<file path="src/rtl/pfr_pkg.sv">
package pfr_pkg;

  // Error-code bit positions decoded by the exception handler
  localparam int unsigned BIT_PROT  = 0;
  localparam int unsigned BIT_WRITE = 1;
  localparam int unsigned BIT_USER  = 2;
  localparam int unsigned BIT_RSVD  = 3;
  localparam int unsigned BIT_FETCH = 4;
  localparam int unsigned DEF_BITS  = 5;

  typedef struct packed {
    logic fetch;
    logic rsvd;
    logic user;
    logic write;
    logic prot;
  } pf_attr_t;

  typedef struct packed {
    logic nx_en;
    logic ext_addr;
    logic large_pg;
  } pf_mode_t;

  // Defined (low) bits of the error code, gated by paging mode
  function automatic logic [DEF_BITS-1:0] pf_low_bits(input pf_attr_t a,
                                                      input pf_mode_t m);
    logic [DEF_BITS-1:0] b;
    b            = '0;
    b[BIT_PROT]  = a.prot;
    b[BIT_WRITE] = a.write;
    b[BIT_USER]  = a.user;
    b[BIT_RSVD]  = a.rsvd & (m.large_pg | m.ext_addr);
    b[BIT_FETCH] = a.fetch & m.nx_en;
    return b;
  endfunction

endpackage

</file>
<file path="src/rtl/pfr_code_build.sv">
module pfr_code_build
  import pfr_pkg::*;
#(
  parameter int unsigned CODE_W = 32
) (
  input  pf_attr_t          attr,
  input  pf_mode_t          mode,
  output logic [CODE_W-1:0] code
);

  localparam int unsigned RES_W = CODE_W - DEF_BITS;

  logic [DEF_BITS-1:0] low_bits;
  assign low_bits = pf_low_bits(attr, mode);

  generate
    if (RES_W > 0) begin : g_pad
      assign code = {{RES_W{1'b0}}, low_bits};
    end else begin : g_nopad
      assign code = low_bits[CODE_W-1:0];
    end
  endgenerate

endmodule

</file>
<file path="src/rtl/pfr_code_reg.sv">
module pfr_code_reg #(
  parameter int unsigned CODE_W = 32
) (
  input  logic              clk,
  input  logic              rst,
  input  logic              load,
  input  logic [CODE_W-1:0] code_in,
  output logic [CODE_W-1:0] code_q,
  output logic              valid_q
);

  always_ff @(posedge clk) begin
    if (rst) begin
      code_q  <= '0;
      valid_q <= 1'b0;
    end else begin
      valid_q <= load;
      if (load) code_q <= code_in;
    end
  end

  a_r7_valid_after_strobe: assert property (@(posedge clk) disable iff (rst)
    load |=> valid_q);

  a_r7_no_valid_without_strobe: assert property (@(posedge clk) disable iff (rst)
    !load |=> !valid_q);

  a_r9_code_holds: assert property (@(posedge clk) disable iff (rst)
    !load |=> $stable(code_q));

endmodule

</file>
<file path="src/rtl/pfr_addr_reg.sv">
module pfr_addr_reg #(
  parameter int unsigned ADDR_W = 32
) (
  input  logic              clk,
  input  logic              rst,
  input  logic              flt_ld,
  input  logic [ADDR_W-1:0] flt_addr,
  input  logic              sw_ld,
  input  logic [ADDR_W-1:0] sw_data,
  output logic [ADDR_W-1:0] addr_q
);

  // Named load events; the fault path outranks the software write
  logic take_flt;
  logic take_sw;
  assign take_flt = flt_ld;
  assign take_sw  = sw_ld & ~flt_ld;

  always_ff @(posedge clk) begin
    if (rst)           addr_q <= '0;
    else if (take_flt) addr_q <= flt_addr;
    else if (take_sw)  addr_q <= sw_data;
  end

  a_r8_fault_loads_addr: assert property (@(posedge clk) disable iff (rst)
    flt_ld |=> addr_q == $past(flt_addr));

  a_r10_sw_loads_addr: assert property (@(posedge clk) disable iff (rst)
    (sw_ld && !flt_ld) |=> addr_q == $past(sw_data));

  a_r9_addr_holds: assert property (@(posedge clk) disable iff (rst)
    (!flt_ld && !sw_ld) |=> $stable(addr_q));

  a_r10_single_source: assert property (@(posedge clk) disable iff (rst)
    $countones({take_flt, take_sw}) <= 1);

endmodule

</file>
<file path="src/rtl/pfr_capture.sv">
module pfr_capture
  import pfr_pkg::*;
#(
  parameter int unsigned ADDR_W = 32,
  parameter int unsigned CODE_W = 32
) (
  input  logic              clk,
  input  logic              rst,
  input  logic              flt_stb,
  input  logic [ADDR_W-1:0] flt_lin_addr,
  input  logic              acc_prot,
  input  logic              acc_write,
  input  logic              acc_user,
  input  logic              acc_rsvd,
  input  logic              acc_fetch,
  input  logic              en_large_page,
  input  logic              en_ext_addr,
  input  logic              en_nx,
  input  logic              sw_wr,
  input  logic [ADDR_W-1:0] sw_wdata,
  output logic [CODE_W-1:0] err_code,
  output logic              err_valid,
  output logic [ADDR_W-1:0] fault_addr
);

  pf_attr_t          attr;
  pf_mode_t          mode;
  logic [CODE_W-1:0] code_next;

  assign attr = '{fetch: acc_fetch, rsvd: acc_rsvd, user: acc_user,
                  write: acc_write, prot: acc_prot};
  assign mode = '{nx_en: en_nx, ext_addr: en_ext_addr, large_pg: en_large_page};

  pfr_code_build #(.CODE_W(CODE_W)) u_build (
    .attr (attr),
    .mode (mode),
    .code (code_next)
  );

  pfr_code_reg #(.CODE_W(CODE_W)) u_code (
    .clk     (clk),
    .rst     (rst),
    .load    (flt_stb),
    .code_in (code_next),
    .code_q  (err_code),
    .valid_q (err_valid)
  );

  pfr_addr_reg #(.ADDR_W(ADDR_W)) u_addr (
    .clk      (clk),
    .rst      (rst),
    .flt_ld   (flt_stb),
    .flt_addr (flt_lin_addr),
    .sw_ld    (sw_wr),
    .sw_data  (sw_wdata),
    .addr_q   (fault_addr)
  );

  a_r6_reserved_zero: assert property (@(posedge clk) disable iff (rst)
    err_code[CODE_W-1:DEF_BITS] == '0);

  a_r4_rsvd_gated: assert property (@(posedge clk) disable iff (rst)
    (flt_stb && !en_large_page && !en_ext_addr) |=> !err_code[BIT_RSVD]);

  a_r5_fetch_gated: assert property (@(posedge clk) disable iff (rst)
    (flt_stb && !en_nx) |=> !err_code[BIT_FETCH]);

  a_r11_reset_clears: assert property (@(posedge clk)
    rst |=> (err_code == '0 && !err_valid && fault_addr == '0));

endmodule

</file>
<file path="config.mk">
export PLATFORM = sky130hd
export DESIGN_NAME = pfr_capture
export DESIGN_NICKNAME = d
export VERILOG_FILES = /design/src/rtl/pfr_pkg.sv /design/src/rtl/pfr_code_build.sv /design/src/rtl/pfr_code_reg.sv /design/src/rtl/pfr_addr_reg.sv /design/src/rtl/pfr_capture.sv
export SDC_FILE = /design/constraint.sdc
export NUM_CORES = 1
export LEC_CHECK = 0
export BUFFER_PORTS_ARGS = -buffer_cell sky130_fd_sc_hd__buf_2
export CELL_PAD_IN_SITES_DETAIL_PLACEMENT = 1
export CELL_PAD_IN_SITES_GLOBAL_PLACEMENT = 2
export CORE_MARGIN = 2
export CORE_UTILIZATION = 24
export CTS_BUF_LIST = sky130_fd_sc_hd__clkbuf_8
export DETAILED_ROUTE_END_ITERATION = 8
export PLACE_DENSITY = 0.86
export SLEW_MARGIN = 25
export SYNTH_ARGS = -nofsm -noshare
export SYNTH_HDL_FRONTEND = slang
export SYNTH_SLANG_ARGS = --single-unit
</file>
<file path="constraint.sdc">
create_clock -name clk -period 1.2 [get_ports clk]
set_input_delay 0 -clock clk [delete_from_list [all_inputs] [get_ports clk]]
set_output_delay 0 -clock clk [all_outputs]
set_load 0.01 [all_outputs]
</file>
==> results.rst, run 1 <==
.. list-table::
   :header-rows: 1

   * - Metric
     - Value
   * - Core box area
     - 7810 um^2
   * - RSZ-0062 raised after global routing
     - false
   * - Area of the die
     - 8840 um^2
   * - Sequential element share of the synthesized area
     - 0.391
   * - Kind of start point of the critical path
     - flop
   * - Period Utilization, post-route
     - 0.639
   * - Setup violation total in the final timing report
     - 0
   * - Layout area overhead
     - 35.6%
   * - I/O Pins
     - roughly 140
   * - Wire length of the first global-routing pass
     - 8.51 mm
   * - # port buffers
     - ~110
   * - Net count of the finished layout
     - between 300 and 400
   * - CTS resizes
     - 0
   * - Drt first-iter violations
     - 15
   * - Multiplexer area fraction after synthesis
     - 0.180
   * - Clock period minus worst slack
     - 0.767 ns
   * - Horiz. Die Dim
     - 94.0 um
   * - Least-Margin Pin Slew
     - 0.617 ns
   * - Routed vias
     - about 1.7k
   * - Insertion delay to the later sink of the worst-skew pair
     - between 0.2 and 0.3 ns
   * - Detailed Place HPWL
     - between 4 and 5 mm
   * - Vias per std cell
     - 4.24
   * - Maximum level of the CTS H-tree
     - 2
   * - Post-route setup TNS
     - 0 ns
   * - Antenna violations before repair
     - 0
   * - Mapped Avg Cell Area
     - 10.2 um^2
   * - Number of rows in the core area
     - 32
   * - Ys Warns
     - 0
   * - Post-synthesis compound-gate area fraction
     - 0.138
   * - Crit path largest cell delay
     - 0.35 ns
   * - Post-detailed-route DRC marker count
     - 0
   * - First-pass DRT Iterations
     - 3
   * - Remaining max-slew budget at the tightest pin
     - 0.588
   * - Overflow after GRT
     - 0
   * - Final Max Slew Viols
     - 0
   * - Via count of the first global-routing pass
     - 1820
   * - Ant diodes
     - 0
   * - Hold Vio Cnt, Final
     - 1
   * - Arrival time worst endpoint
     - ~0.77 ns
   * - Total CTS buffers
     - 5
   * - CP bufs+invs
     - 1
   * - Share of synthesized cell area in and, or, nand and nor gates
     - 0.120
   * - Total power after layout
     - 3.02 mW
   * - Hold_ws
     - -0.0125 ns
   * - Maximum fanout count along the critical path
     - 2
   * - Leakage dissipation
     - roughly 1.3 nW
   * - Worst Path Class, Setup
     - flop to primary output
   * - Post-synthesis share of cell area spent on full adders, half adders and majority gates
     - 0
   * - Number of clock sinks
     - 38
   * - CP Capture Type
     - primary output
   * - Power per unit of standard cell area
     - 1140 nW/um^2
   * - Cell count after synthesis
     - approximately 190
   * - Required @ worst endpoint
     - 1.20 ns
   * - HP Class
     - input port to flop
   * - Effective utilization at floorplan
     - 0.249
   * - Largest clock skew in the final design
     - 0 ns
   * - Result of the run
     - complete, but fails checks
   * - Post-synthesis register bit count
     - 38
   * - Total Routed Length
     - roughly 5.4 mm
   * - Largest net degree at the start of global routing
     - 39
   * - CTS tree
     - built
   * - Post-synthesis cell type count
     - 18
   * - Critical path's slowest cell
     - dfxtp_1
   * - Failing checks
     - negative hold slack
   * - MaxCap Viol Count
     - 0
   * - Cells traversed along the worst timing path
     - buf_2
   * - Die height
     - about 94 um
   * - Achievable clock frequency
     - 1300 MHz
   * - GRT Total Usage
     - 0.123
   * - Clock transition at the registers of the reported paths
     - 0.07 ns
   * - Synth Cell Area
     - 1950 um^2
   * - Placer's final routability congestion estimate
     - ~0.68
   * - Clock Tree Root
     - clkbuf_8
   * - CTS max path bufs
     - 2
   * - Maximum resistive drop on vdd
     - 0.382 mV
   * - Antenna-violating nets left
     - 0
   * - Average wire length per cell after detail routing
     - 13.3 um
   * - Fraction of layout cells with a size suffix above 1
     - 0.415
   * - Top cell family by delay on the critical path
     - flip-flops
   * - XOR/XNOR Fraction of Synth Area
     - 0
   * - Dominant combinational cell family by area after synthesis
     - multiplexers
==> registers in the layout, indices dropped and copies added (netlist names) <==
register        cells
u_addr.addr_q      32
u_code.code_q       5
u_code.valid_q      1
==> power breakdown <==
group          internal [mW]  switching (mW)  total [mW]
sequential              1.35          0.0439        1.40
combinational          0.297           0.313       0.610
clock                  0.580           0.429        1.01
total                   2.23           0.786        3.02
==> through the flow <==
stage	hold WS [ns]	instance area [um^2]	cells	setup slack, ns	util
after global placement	0.245	2460	393	0.237	0.315
final	-0.0125	2640	408	0.433	0.338
after detailed placement	0.264	2460	393	0.206	0.315
after global routing	0.00718	2640	408	0.345	0.338
after CTS	0.00529	2640	408	0.0410	0.338
after floorplan	0.147	2040	217	0.488	-
==> cells in the mapped netlist <==
cell type,count,area [um^2]
a211oi_1,30,225
clkbuf_1,3,11.3
a211oi_2,2,25.0
conb_1,1,3.75
buf_1,1,3.75
mux2i_1,35,350
inv_2,1,3.75
buf_2,6,30.0
a21oi_1,2,10.0
nor2_1,4,15.0
nand2b_1,2,12.5
buf_6,1,11.3
dfxtp_1,38,761
nand3_1,1,5.00
buf_4,28,210
nor2b_1,32,200
o211ai_1,1,7.51
buf_12,3,60.1
==> routing by layer <==
layer | vias up | wire length [um] | share of wire | global-route usage
li1 | 838 | - | - | -
met2 | 79 | 2820 | 0.52 | 0.219
met4 | 0 | 105 | 0.019 | 0.0531
met1 | 804 | 2130 | 0.39 | 0.139
met5 | - | 0 | 0 | 0
met3 | 8 | 353 | 0.065 | 0.0289
==> path summary, 6_finish.rpt <==
check	from	end	slack [ns]	cells after the start
max reg2reg	u_addr.addr_q[2]	u_addr.addr_q[2]	0.45	2
min	en_nx	u_code.code_q[4]	-0.01	3
min reg2reg	u_code.code_q[4]	u_code.code_q[4]	0.48	2
max	u_addr.addr_q[25]	fault_addr[25]	0.43	1
==> area by class of cell <==
| cell class | instances | area [um^2] |
|---|---|---|
| Clock buffer | 8 | 110 |
| Timing Repair Buffer | 123 | 683 |
| Multi-Input combinational cell | 136 | 952 |
| Fill cell | 956 | 5170 |
| Tap cell | 102 | 128 |
| Inverter | 1 | 3.75 |
| Sequential cell | 38 | 761 |
==> layout by cell type, fill, tap and decap left out <==
master / netlist / routed
inv_2: 1 / 1
mux2i_1: 35 / 35
buf_12: 3 / 2
a211oi_2: 2 / 2
buf_2: 6 / 113
clkbuf_8: 0 / 8
a211oi_1: 30 / 30
o211ai_1: 1 / 1
conb_1: 1 / 27
dlygate4sd3_1: 0 / 7
nand3_1: 1 / 1
nor2b_1: 32 / 32
a21oi_1: 2 / 2
nor2_1: 4 / 4
dfxtp_1: 38 / 38
nand2b_1: 2 / 2
buf_4: 28 / 1
==> cells by family (layout without fill, tap and decap cells) <==
logic type / count (synthesis) / after routing
buf+inv: 43 / 132
simple gates: 39 / 39
flops: 38 / 38
compound gates: 35 / 35
mux: 35 / 35
other cells: 1 / 27
==> timing repair <==
item / CTS / global route
setup buffers: 0 / 0
hold buffers: 7 / 1
endpoints found under the setup margin: 0 / 1
hold endpoints to repair: 6 / 1
Power figures use the tool's default switching activity.
==> run 2, diff against run 1 <==
--- a/config.mk
+++ b/config.mk
@@ -9,10 +9,10 @@
 export CELL_PAD_IN_SITES_DETAIL_PLACEMENT = 1
 export CELL_PAD_IN_SITES_GLOBAL_PLACEMENT = 2
 export CORE_MARGIN = 2
-export CORE_UTILIZATION = 24
+export CORE_UTILIZATION = 22
 export CTS_BUF_LIST = sky130_fd_sc_hd__clkbuf_8
 export DETAILED_ROUTE_END_ITERATION = 8
-export PLACE_DENSITY = 0.86
+export PLACE_DENSITY = 0.79
 export SLEW_MARGIN = 25
 export SYNTH_ARGS = -nofsm -noshare
 export SYNTH_HDL_FRONTEND = slang
==> constraint.sdc (replaced) <==
create_clock -name clk -period 0.8 [get_ports clk]
set_input_delay 0 -clock clk [delete_from_list [all_inputs] [get_ports clk]]
set_output_delay 0 -clock clk [all_outputs]
set_load 0.01 [all_outputs]
==> results.rst, run 2 (synthesis results as in run 1) <==
.. list-table::
   :header-rows: 1

   * - Metric
     - Value
   * - Result of the run
     - completed
   * - CTS max path bufs
     - 2
   * - CP bufs+invs
     - 0
   * - Critical Path Start
     - u_addr.addr_q[0]
   * - Kind of start point of the critical path
     - flop
   * - Worst Path Class, Setup
     - flop to flop
   * - Insertion delay to the later sink of the worst-skew pair
     - about 0.28 ns
   * - Wire length of the first global-routing pass
     - 9.12 mm
   * - Commonest non-fill, non-tap cell in the layout
     - buf_2
   * - Placed Cells incl. Taps
     - 405
   * - Crit path largest cell delay
     - roughly 0.33 ns
   * - Achievable clock frequency
     - 1300 MHz
   * - Reg2Reg Launch Point
     - u_addr.addr_q[0]
   * - Worst Hold Launch
     - flt_lin_addr[22]
   * - CTS tree
     - built
   * - Clock Tree Root
     - clkbuf_8
   * - Period Utilization, post-route
     - 0.963
   * - Clock transition at the registers of the reported paths
     - 0.08 ns
   * - Overflow after GRT
     - 0
   * - Number of clock sinks
     - 38
   * - Leading cell types in the layout, fill and taps excluded
     - buf_2 (112), mux2i_1 (35), nor2b_1 (32), a211oi_1 (28), conb_1 (27)
   * - Share of the core filled with cells in the final layout
     - 0.325
   * - Post-detailed-route DRC marker count
     - 0
   * - Drt first-iter violations
     - 32
   * - First-pass DRT Iterations
     - 4
   * - Hold Vio Cnt, Final
     - 0
   * - Largest register FFs
     - 32
   * - Die height
     - approximately 100 um
   * - Largest clock skew in the final design
     - 0 ns
   * - Detailed Place HPWL
     - roughly 4.2 mm
   * - Effective utilization at floorplan
     - 0.225
   * - Top cell family by delay on the critical path
     - flip-flops
   * - Horiz. Die Dim
     - 98.0 um
   * - Total Routed Length
     - 5.80 mm
   * - Ant diodes
     - 0
   * - Cells traversed along the worst timing path
     - mux2i_1 -> a211oi_2
   * - Leakage dissipation
     - 1.39 nW
   * - I/O Pins
     - 141
   * - Maximum level of the CTS H-tree
     - 2
   * - Vias per std cell
     - about 4.2
   * - Largest net degree at the start of global routing
     - 39
   * - HP Class
     - input port to flop
   * - Biggest regs
     - u_addr.addr_q: 32 flops, u_code.code_q: 5 flops, u_code.valid_q: 1 flops
   * - MaxCap Viol Count
     - 0
   * - Fraction of layout cells with a size suffix above 1
     - 0.472
   * - Number of rows in the core area
     - 34
   * - Layout area overhead
     - 44.4%
   * - CP Capture Type
     - flop
   * - Required @ worst endpoint
     - 0.99 ns
   * - Final Max Slew Viols
     - 0
   * - Core box area
     - 8640 um^2
   * - Critical path's slowest cell
     - dfxtp_2
   * - Net count of the finished layout
     - between 300 and 400
   * - Average wire length per cell after detail routing
     - 13.7 um
   * - Maximum fanout count along the critical path
     - 2
   * - Clock period minus worst slack
     - 0.771 ns
   * - # port buffers
     - 113
   * - Setup violation total in the final timing report
     - 0
   * - GRT Total Usage
     - 0.119
   * - Antenna violations before repair
     - 0
   * - Maximum resistive drop on vdd
     - 0.535 mV
   * - Area of the die
     - roughly 9600 um^2
   * - Placer's final routability congestion estimate
     - 0.725
   * - Arrival time worst endpoint
     - 0.96 ns
   * - Register with the most flip-flops
     - u_addr.addr_q
   * - Total CTS buffers
     - 5
   * - Count of placed standard cells in the final layout, fillers left out
     - roughly 420
   * - Routed vias
     - 1780
   * - Power per unit of standard cell area
     - about 1600 nW/um^2
   * - Antenna-violating nets left
     - 0
   * - Via count of the first global-routing pass
     - 1883
run 2: cell types whose count changed in the layout (fill, tap and decap cells not counted), sizes merged:
cell,before,now
buf,116,122
clkbuf,8,6
clkinv,0,1
dlygate4sd3,7,11
inv,1,2
run 2: cell type report:
| cell class | instances | area (um^2) |
|---|---|---|
| Fill cell | 1040 | 5830 |
| Multi-Input combinational cell | 136 | 962 |
| Timing Repair Buffer | 133 | 837 |
| Sequential cell | 38 | 779 |
| Tap cell | 108 | 135 |
| Clock buffer | 6 | 82.6 |
| Clock inverter | 2 | 8.76 |
| Inverter | 1 | 3.75 |
run 2: final timing paths:
check / endpoint / slack (ns) / cells after the start
hold reg to reg: u_code.code_q[3] / 0.48 / 2
hold / removal: u_addr.addr_q[22] / 0.005 / 3
setup reg to reg: u_addr.addr_q[0] / 0.03 / 2
setup / recovery: u_addr.addr_q[0] / 0.03 / 2
run 2: routing by layer:
metal,track usage,wire (um),vias up
li1,-,-,856
met1,0.134,2320,843
met2,0.218,2930,74
met3,0.0351,461,7
met4,0.0288,77,0
met5,0,0,-
run 2: metrics by stage:
| stage | worst slack (ns) | total power [mW] | setup TNS [ns] | hold slack, ns | cell area, um^2 |
|---|---|---|---|---|---|
| 2_1_floorplan | 0.0876 | 2.75 | 0 | 0.147 | 2040 |
| 3_3_place_gp | 0.0195 | 3.09 | 0 | 0.233 | 2570 |
| 3_5_place_dp | -0.0108 | 3.11 | -0.0197 | 0.252 | 2570 |
| 4_1_cts | 0.0162 | 4.56 | 0 | 0.00252 | 2760 |
| 5_1_grt | -0.0452 | 4.77 | -0.0452 | 0.00112 | 2810 |
| 6_report | 0.0295 | 4.49 | 0 | 0.00505 | 2810 |
run 2: worst reg2reg max path: stages, from the launching register on:
cell      delay, ns
dfxtp_2        0.33
mux2i_1        0.08
a211oi_2       0.26
run 2: power by group:
group / internal, mW / switching [mW] / total [mW]
clock: 0.684 / 0.683 / 1.37
sequential: 2.04 / 0.0666 / 2.11
combinational: 0.518 / 0.494 / 1.01
run 2: what timing repair did:
| action | in CTS | in global routing |
|---|---|---|
| hold buffers | 10 | 1 |
| setup endpoints to repair | 0 | 20 |
| buffers inserted | 0 | 0 |
| resized for setup | 0 | 18 |
| endpoints found under the hold margin | 9 | 1 |
